===== config.mk =====
export PLATFORM = sky130hd
export DESIGN_NAME = gpio_edge_ctrl
export DESIGN_NICKNAME = d
export VERILOG_FILES = /design/src/rtl/gpio_pkg.sv /design/src/rtl/gpio_in_sync.sv /design/src/rtl/gpio_regfile.sv /design/src/rtl/gpio_irq_status.sv /design/src/rtl/gpio_edge_ctrl.sv
export SDC_FILE = /design/constraint.sdc
export NUM_CORES = 1
export LEC_CHECK = 0
export BUFFER_PORTS_ARGS = -buffer_cell sky130_fd_sc_hd__buf_4
export CORE_ASPECT_RATIO = 1.5
export CORE_MARGIN = 5
export CORE_UTILIZATION = 40
export CTS_CLUSTER_DIAMETER = 150
export DETAILED_ROUTE_END_ITERATION = 12
export GPL_ROUTABILITY_DRIVEN = 1
export PLACE_DENSITY_LB_ADDON = 0.15
export SYNTH_ARGS = -nofsm -noshare
export SYNTH_HDL_FRONTEND = slang
export SYNTH_SLANG_ARGS = --single-unit

===== constraint.sdc =====
create_clock -name clk -period 3.17 [get_ports clk]
set_input_delay 0.1585 -clock clk [delete_from_list [all_inputs] [get_ports clk]]
set_output_delay 0.1585 -clock clk [all_outputs]
set_load 0.01 [all_outputs]

===== src/rtl/gpio_pkg.sv =====
package gpio_pkg;

  localparam int REG_AW = 8;

  localparam logic [REG_AW-1:0] A_BANK_EN   = 8'h08;
  localparam logic [REG_AW-1:0] A_DIR       = 8'h10;
  localparam logic [REG_AW-1:0] A_OUT       = 8'h14;
  localparam logic [REG_AW-1:0] A_OUT_SET   = 8'h18;
  localparam logic [REG_AW-1:0] A_OUT_CLR   = 8'h1C;
  localparam logic [REG_AW-1:0] A_IN        = 8'h20;
  localparam logic [REG_AW-1:0] A_RISE_SET  = 8'h24;
  localparam logic [REG_AW-1:0] A_RISE_CLR  = 8'h28;
  localparam logic [REG_AW-1:0] A_FALL_SET  = 8'h2C;
  localparam logic [REG_AW-1:0] A_FALL_CLR  = 8'h30;
  localparam logic [REG_AW-1:0] A_STATUS    = 8'h34;

  typedef enum logic [3:0] {
    SEL_NONE, SEL_BANK_EN, SEL_DIR, SEL_OUT, SEL_OUT_SET, SEL_OUT_CLR,
    SEL_IN, SEL_RISE_SET, SEL_RISE_CLR, SEL_FALL_SET, SEL_FALL_CLR, SEL_STATUS
  } reg_sel_e;

  function automatic reg_sel_e decode_addr(input logic [REG_AW-1:0] a);
    case (a)
      A_BANK_EN:  return SEL_BANK_EN;
      A_DIR:      return SEL_DIR;
      A_OUT:      return SEL_OUT;
      A_OUT_SET:  return SEL_OUT_SET;
      A_OUT_CLR:  return SEL_OUT_CLR;
      A_IN:       return SEL_IN;
      A_RISE_SET: return SEL_RISE_SET;
      A_RISE_CLR: return SEL_RISE_CLR;
      A_FALL_SET: return SEL_FALL_SET;
      A_FALL_CLR: return SEL_FALL_CLR;
      A_STATUS:   return SEL_STATUS;
      default:    return SEL_NONE;
    endcase
  endfunction

endpackage


===== src/rtl/gpio_in_sync.sv =====
module gpio_in_sync #(
  parameter int W = 32
) (
  input  logic         clk,
  input  logic         rst_n,
  input  logic [W-1:0] pin_in,
  output logic [W-1:0] sync_q,
  output logic [W-1:0] prev_q
);
  logic [W-1:0] meta_q;

  // Per-pin two-stage synchronizer plus one history stage for edge compare
  for (genvar i = 0; i < W; i++) begin : g_pin
    always_ff @(posedge clk or negedge rst_n) begin
      if (!rst_n) begin
        meta_q[i] <= 1'b0;
        sync_q[i] <= 1'b0;
        prev_q[i] <= 1'b0;
      end else begin
        meta_q[i] <= pin_in[i];
        sync_q[i] <= meta_q[i];
        prev_q[i] <= sync_q[i];
      end
    end
  end
endmodule


===== src/rtl/gpio_regfile.sv =====
module gpio_regfile
  import gpio_pkg::*;
#(
  parameter int W     = 32,
  parameter int NBANK = 2
) (
  input  logic             clk,
  input  logic             rst_n,
  input  logic             wr_en,
  input  reg_sel_e         sel,
  input  logic [W-1:0]     wdata,
  output logic [W-1:0]     dir_q,
  output logic [W-1:0]     out_q,
  output logic [W-1:0]     rise_q,
  output logic [W-1:0]     fall_q,
  output logic [NBANK-1:0] ben_q
);
  // Atomic update helper: set bits, then clear bits
  function automatic logic [W-1:0] set_clr(input logic [W-1:0] cur,
                                           input logic [W-1:0] s,
                                           input logic [W-1:0] c);
    return (cur | s) & ~c;
  endfunction

  logic [W-1:0] zero_w;
  assign zero_w = '0;

  logic [W-1:0] out_s, out_c, rise_s, rise_c, fall_s, fall_c;
  assign out_s  = (wr_en && sel == SEL_OUT_SET)  ? wdata : zero_w;
  assign out_c  = (wr_en && sel == SEL_OUT_CLR)  ? wdata : zero_w;
  assign rise_s = (wr_en && sel == SEL_RISE_SET) ? wdata : zero_w;
  assign rise_c = (wr_en && sel == SEL_RISE_CLR) ? wdata : zero_w;
  assign fall_s = (wr_en && sel == SEL_FALL_SET) ? wdata : zero_w;
  assign fall_c = (wr_en && sel == SEL_FALL_CLR) ? wdata : zero_w;

  always_ff @(posedge clk or negedge rst_n) begin
    if (!rst_n) begin
      dir_q  <= '1;
      out_q  <= '0;
      rise_q <= '0;
      fall_q <= '0;
      ben_q  <= '0;
    end else begin
      if (wr_en && sel == SEL_DIR)     dir_q <= wdata;
      if (wr_en && sel == SEL_BANK_EN) ben_q <= wdata[NBANK-1:0];
      out_q  <= set_clr(out_q,  out_s,  out_c);
      rise_q <= set_clr(rise_q, rise_s, rise_c);
      fall_q <= set_clr(fall_q, fall_s, fall_c);
    end
  end
endmodule


===== src/rtl/gpio_irq_status.sv =====
module gpio_irq_status #(
  parameter int W         = 32,
  parameter int BANK_W    = 16,
  parameter int NBANK     = 2,
  parameter int NDIRECT   = 8,
  parameter bit DIRECT_EN = 1'b1
) (
  input  logic               clk,
  input  logic               rst_n,
  input  logic [W-1:0]       sync_q,
  input  logic [W-1:0]       prev_q,
  input  logic [W-1:0]       rise_q,
  input  logic [W-1:0]       fall_q,
  input  logic [NBANK-1:0]   ben_q,
  input  logic [W-1:0]       clr_mask,
  output logic [W-1:0]       edge_evt,
  output logic [W-1:0]       status_q,
  output logic [NBANK-1:0]   bank_irq,
  output logic [NDIRECT-1:0] direct_irq
);
  function automatic logic [W-1:0] edge_events(input logic [W-1:0] cur,
                                               input logic [W-1:0] old,
                                               input logic [W-1:0] ren,
                                               input logic [W-1:0] fen);
    return (cur & ~old & ren) | (~cur & old & fen);
  endfunction

  // A new event outranks a clear on the same bit
  function automatic logic [W-1:0] next_status(input logic [W-1:0] cur,
                                               input logic [W-1:0] clr,
                                               input logic [W-1:0] ev);
    return (cur & ~clr) | ev;
  endfunction

  assign edge_evt = edge_events(sync_q, prev_q, rise_q, fall_q);

  always_ff @(posedge clk or negedge rst_n) begin
    if (!rst_n) status_q <= '0;
    else        status_q <= next_status(status_q, clr_mask, edge_evt);
  end

  for (genvar b = 0; b < NBANK; b++) begin : g_bank
    assign bank_irq[b] = ben_q[b] & (|status_q[b*BANK_W +: BANK_W]);
  end

  if (DIRECT_EN) begin : g_direct
    assign direct_irq = edge_evt[NDIRECT-1:0];
  end else begin : g_no_direct
    assign direct_irq = '0;
  end
endmodule


===== src/rtl/gpio_edge_ctrl.sv =====
module gpio_edge_ctrl
  import gpio_pkg::*;
#(
  parameter int NPIN      = 32,
  parameter int BANK_W    = 16,
  parameter int NDIRECT   = 8,
  parameter bit DIRECT_EN = 1'b1
) (
  input  logic                  clk,
  input  logic                  rst_n,
  input  logic [REG_AW-1:0]     bus_addr,
  input  logic                  bus_wr,
  input  logic [NPIN-1:0]       bus_wdata,
  output logic [NPIN-1:0]       bus_rdata,
  input  logic [NPIN-1:0]       pin_in,
  output logic [NPIN-1:0]       pin_out,
  output logic [NPIN-1:0]       pin_oe,
  output logic [NPIN/BANK_W-1:0] bank_irq,
  output logic [NDIRECT-1:0]    direct_irq
);
  localparam int NBANK = NPIN / BANK_W;

  reg_sel_e          sel;
  logic [NPIN-1:0]   sync_q, prev_q, dir_q, out_q, rise_q, fall_q;
  logic [NPIN-1:0]   status_q, edge_evt, clr_mask;
  logic [NBANK-1:0]  ben_q;

  assign sel = decode_addr(bus_addr);

  gpio_in_sync #(.W(NPIN)) u_sync (
    .clk(clk), .rst_n(rst_n), .pin_in(pin_in),
    .sync_q(sync_q), .prev_q(prev_q)
  );

  gpio_regfile #(.W(NPIN), .NBANK(NBANK)) u_regs (
    .clk(clk), .rst_n(rst_n), .wr_en(bus_wr), .sel(sel), .wdata(bus_wdata),
    .dir_q(dir_q), .out_q(out_q), .rise_q(rise_q), .fall_q(fall_q),
    .ben_q(ben_q)
  );

  assign clr_mask = (bus_wr && sel == SEL_STATUS) ? bus_wdata : '0;

  gpio_irq_status #(
    .W(NPIN), .BANK_W(BANK_W), .NBANK(NBANK),
    .NDIRECT(NDIRECT), .DIRECT_EN(DIRECT_EN)
  ) u_irq (
    .clk(clk), .rst_n(rst_n), .sync_q(sync_q), .prev_q(prev_q),
    .rise_q(rise_q), .fall_q(fall_q), .ben_q(ben_q), .clr_mask(clr_mask),
    .edge_evt(edge_evt), .status_q(status_q), .bank_irq(bank_irq),
    .direct_irq(direct_irq)
  );

  always_comb begin
    bus_rdata = '0;
    case (sel)
      SEL_BANK_EN:                       bus_rdata[NBANK-1:0] = ben_q;
      SEL_DIR:                           bus_rdata = dir_q;
      SEL_OUT, SEL_OUT_SET, SEL_OUT_CLR: bus_rdata = out_q;
      SEL_IN:                            bus_rdata = sync_q;
      SEL_RISE_SET, SEL_RISE_CLR:        bus_rdata = rise_q;
      SEL_FALL_SET, SEL_FALL_CLR:        bus_rdata = fall_q;
      SEL_STATUS:                        bus_rdata = status_q;
      default:                           bus_rdata = '0;
    endcase
  end

  assign pin_out = out_q;
  assign pin_oe  = ~dir_q;
endmodule


==> flow_metrics.env <==
export IMPL_initial_core_utilization_pct=40.6
export IMPL_core_area_mm2=0.0265
export IMPL_vias_per_cell=5.59
export IMPL_tritoncts_num_buffers=26
export IMPL_area_growth_synth_to_final_pct=29.5
export IMPL_max_stage_delay_ns=0.62
export IMPL_holdWs_ns=0.148
export IMPL_synth_edf_count=0
export IMPL_layout_min_cycle_time_ns=2.17
export IMPL_timing_final_crit_share_pct=68.6
export IMPL_post_cts_setup_buffer_count=0
export IMPL_nNetsFinal=1257
export IMPL_required_ns=3.01
export IMPL_n_fill_cell=2386
export IMPL_internal_power_mw=5.80
export IMPL_io_pins=181
export IMPL_async_reset_ff_share_pct=100
export IMPL_comb_power_share_pct=9.9
export IMPL_crit_slowest_cell="sky130_fd_sc_hd__nor4_1"
export IMPL_drt_iter0_markers=663
export IMPL_drc=0
export IMPL_slew_headroom_pct=41.6
export IMPL_p_clk_share_pct=39.5
export IMPL_yosys_most_used_dff="sky130_fd_sc_hd__dfrtp_1"
export IMPL_critPathMaxFanout=3
export IMPL_multi_input_area_mm2=0.00380
export IMPL_cts_resized=0
export IMPL_routed_wire_length_per_instance_um=21.4
export IMPL_netlist_instances=976
export IMPL_number_of_antenna_violations_at_the_first_check_in_global_routing=0
export IMPL_cts_hold_fix_buffers=65
export IMPL_die_h_um=211
export IMPL_rsz0062_at_grt="false"
export IMPL_clockRootBuffer="sky130_fd_sc_hd__clkbuf_16"
export IMPL_cts_sinks=258
export IMPL_seqPwrFrac_pct=50.6
export IMPL_yosysWarnings=0
export IMPL_seq_cells_post_synth=258
export IMPL_syn_cell_area_mm2=0.0108
export IMPL_via_count_of_the_first_global_routing_pass=8726
export IMPL_row_count=73
export IMPL_final_antenna_net_count=0
export IMPL_grt_overflow_total=0
export IMPL_finalWeightedCongestion=0.805
export IMPL_grt_start_max_net_pins=96
export IMPL_die_area_mm2=0.0303
export IMPL_routed_wirelength_mm=32.9
export IMPL_clk_latency_ns=0.52
export IMPL_p_per_area_mw_per_mm2=556
export IMPL_min_path_type="in -> reg"
export IMPL_p_leak_nw=6.13
export IMPL_vdd_ir_drop_worst_v=0.000400
export IMPL_final_setup_tns_ns=0
export IMPL_grt_pass1_wl_mm=50.6
export IMPL_timing_clock_skew_ns=0.00831
export IMPL_firstDrtPassIters=7
export IMPL_setup_worst_path_start_class="flop"
export IMPL_power_switching_mw=1.94
export IMPL_cts_max_level=1
export IMPL_critical_path_arrival_ns=2.02
export IMPL_layout_cells_sized_above_1_pct=26.9
export IMPL_synth_nets=1051
export IMPL_die_x_um=144
export IMPL_dpl_hpwl_mm=21.2
export IMPL_via_count=8609
export IMPL_sw_frac_of_total_pct=25.1
export IMPL_synth_seq_area_share_pct=60.4
export IMPL_cts_clk_slew_worst_paths_ns=0.06
export IMPL_achievable_frequency_mhz=460
export IMPL_track_usage_pct=21.4
export IMPL_port_buffers=180
export IMPL_antenna_diode_count=0
export IMPL_max_capacitance_violation_count=0
export IMPL_synth_avg_cell_area_um2=11.0
export IMPL_netlist_cell_type_count=47
export IMPL_cts_tree="built"
export IMPL_final_max_slew_violation_count=0
export IMPL_timing_worst_slew_pin_value_ns=0.876
export IMPL_seq_area_mm2=0.00650
export IMPL_setup_viol=0
export IMPL_finalHoldViolations=0
export IMPL_run_status="completed"
export IMPL_path_cells="nor4_1, a41oi_1, buf_4"
export IMPL_critical_path_class="reg -> out"
export IMPL_setup_worst_path_end_class="primary output"
export IMPL_cts_root_to_sink_buffers=3
[routing by layer]
metal / up-vias / GRT usage, % / wire length, µm
met5: - / 0 / 0
met4: 0 / 6.69 / 879
met3: 58 / 2.76 / 2020
met2: 312 / 36.4 / 16400
met1: 4283 / 28.3 / 13500
li1: 3956 / - / -
[worst paths after layout]
kind / from / to / slack [ns] / depth (start not counted)
worst min-delay path: bus_addr[3] / u_regs.ben_q[0] / 0.15 / 3
max in group asynchronous: rst_n / u_regs.dir_q[13] / 1.97 / 3
worst max register to register: u_regs.rise_q[0] / u_irq.status_q[0] / 2.11 / 3
min in group asynchronous: rst_n / u_sync.sync_q[26] / 0.23 / 2
worst min register to register: u_sync.meta_q[12] / u_sync.sync_q[12] / 0.34 / 0
worst max-delay path: u_irq.status_q[15] / bank_irq[0] / 1.0 / 3
[flip-flops by register name, indices dropped and copies added (netlist names)]
signal	flops
u_sync.meta_q	32
u_irq.status_q	32
u_regs.out_q	32
u_sync.prev_q	32
u_regs.ben_q	2
u_regs.fall_q	32
u_regs.rise_q	32
u_regs.dir_q	32
u_sync.sync_q	32
[Yosys cell counts (2+ instances only)]
master,n,area share [%]
sky130_fd_sc_hd__a21oi_1,193,9.0
sky130_fd_sc_hd__a22oi_1,45,3.1
sky130_fd_sc_hd__nand2_1,89,3.1
sky130_fd_sc_hd__dfrtp_1,226,53
sky130_fd_sc_hd__nor4b_4,2,0.44
sky130_fd_sc_hd__a32oi_1,2,0.16
sky130_fd_sc_hd__o21ai_0,31,1.4
sky130_fd_sc_hd__a31o_2,2,0.16
sky130_fd_sc_hd__o31a_1,2,0.16
sky130_fd_sc_hd__nand3_1,6,0.28
sky130_fd_sc_hd__mux2_1,2,0.21
sky130_fd_sc_hd__o22ai_1,4,0.23
sky130_fd_sc_hd__nor2b_1,4,0.23
sky130_fd_sc_hd__clkbuf_1,59,2.1
sky130_fd_sc_hd__and3_1,3,0.17
sky130_fd_sc_hd__inv_1,35,1.2
sky130_fd_sc_hd__dfstp_2,32,7.8
sky130_fd_sc_hd__a221oi_1,2,0.16
sky130_fd_sc_hd__nor3b_2,2,0.23
sky130_fd_sc_hd__nor2_1,3,0.10
sky130_fd_sc_hd__nor4_1,8,0.47
sky130_fd_sc_hd__mux2_2,32,3.4
sky130_fd_sc_hd__buf_2,31,1.4
sky130_fd_sc_hd__o211ai_1,16,1.1
sky130_fd_sc_hd__o31ai_1,2,0.14
sky130_fd_sc_hd__a31oi_1,2,0.12
sky130_fd_sc_hd__nand4_1,2,0.12
sky130_fd_sc_hd__a22o_1,31,2.5
sky130_fd_sc_hd__o21ai_1,13,0.61
sky130_fd_sc_hd__a222oi_1,13,1.2
sky130_fd_sc_hd__a21o_1,32,2.2
sky130_fd_sc_hd__a41oi_1,2,0.16
sky130_fd_sc_hd__and4_1,2,0.16
sky130_fd_sc_hd__nand3b_1,31,2.2
sky130_fd_sc_hd__nor4_2,3,0.35
[cell usage in the layout, fill, tap and decap left out, types with 3 or more instances in the layout]
master | netlist | layout
sky130_fd_sc_hd__a21o_1 | 32 | 32
sky130_fd_sc_hd__a21oi_1 | 193 | 193
sky130_fd_sc_hd__a222oi_1 | 13 | 13
sky130_fd_sc_hd__a22o_1 | 31 | 31
sky130_fd_sc_hd__a22oi_1 | 45 | 45
sky130_fd_sc_hd__buf_12 | 0 | 3
sky130_fd_sc_hd__buf_4 | 0 | 200
sky130_fd_sc_hd__clkbuf_1 | 59 | 9
sky130_fd_sc_hd__clkbuf_16 | 0 | 27
sky130_fd_sc_hd__clkbuf_8 | 0 | 6
sky130_fd_sc_hd__clkinv_2 | 0 | 3
sky130_fd_sc_hd__dfrtp_1 | 226 | 226
sky130_fd_sc_hd__dfstp_2 | 32 | 32
sky130_fd_sc_hd__dlygate4sd3_1 | 0 | 65
sky130_fd_sc_hd__inv_1 | 35 | 35
sky130_fd_sc_hd__mux2_2 | 32 | 32
sky130_fd_sc_hd__nand2_1 | 89 | 89
sky130_fd_sc_hd__nand3_1 | 6 | 5
sky130_fd_sc_hd__nand3b_1 | 31 | 31
sky130_fd_sc_hd__nor2_1 | 3 | 3
sky130_fd_sc_hd__nor2b_1 | 4 | 4
sky130_fd_sc_hd__nor4_1 | 8 | 8
sky130_fd_sc_hd__o211ai_1 | 16 | 16
sky130_fd_sc_hd__o21ai_0 | 31 | 31
sky130_fd_sc_hd__o21ai_1 | 13 | 13
sky130_fd_sc_hd__o22ai_1 | 4 | 3
[through the flow]
step           area (µm²)  std cells  worst slack (ns)  power (mW)  utilization [%]
3_5_place_dp        12400       1426             0.991        4.68             46.9
2_1_floorplan       10800        976              1.60        4.24                -
6_report            13900       1539             0.996        7.74             52.6
3_3_place_gp        12400       1426              1.02        4.66             46.9
4_1_cts             13900       1539              1.02        7.83             52.6
5_1_grt             13900       1539             0.930        8.06             52.6
[cell families (layout without fill, tap and decap cells)]
family | after synthesis | in the layout | synth area share, %
buffers and inverters | 126 | 352 | 4.76
multiplexers | 35 | 35 | 3.65
AND/OR/NAND/NOR | 162 | 162 | 8.34
AO/OA/AOI/OAI | 394 | 394 | 22.7
flip-flops | 258 | 258 | 60.4
XOR/XNOR | 1 | 1 | 0.0815
[area by class of cell]
cell class | instances | area share (%)
tap | 337 | 3.03
clock inverter | 6 | 0.440
inverter | 35 | 0.943
sequential | 258 | 46.6
multi-input combinational | 592 | 27.3
clock buffer | 42 | 5.69
timing repair buffer | 269 | 16.0
[power by group through the flow]
stage / sequential (mW) / clock (mW) / combinational (mW)
6_report: 3.92 / 3.06 / 0.765
5_1_grt: 3.95 / 3.27 / 0.846
4_1_cts: 3.91 / 3.14 / 0.776
3_5_place_dp: 3.97 / 0 / 0.710
3_3_place_gp: 3.97 / 0 / 0.696
2_1_floorplan: 3.85 / 0 / 0.383
[worst max-delay path, delay by kind of cell, from the launching register on]
kind,cells,cell delay [ns]
buffers and inverters,1,0.20
flip-flops,1,0.40
AND/OR/NAND/NOR,1,0.62
AO/OA/AOI/OAI,1,0.26
(Power assumes the default switching activity.)
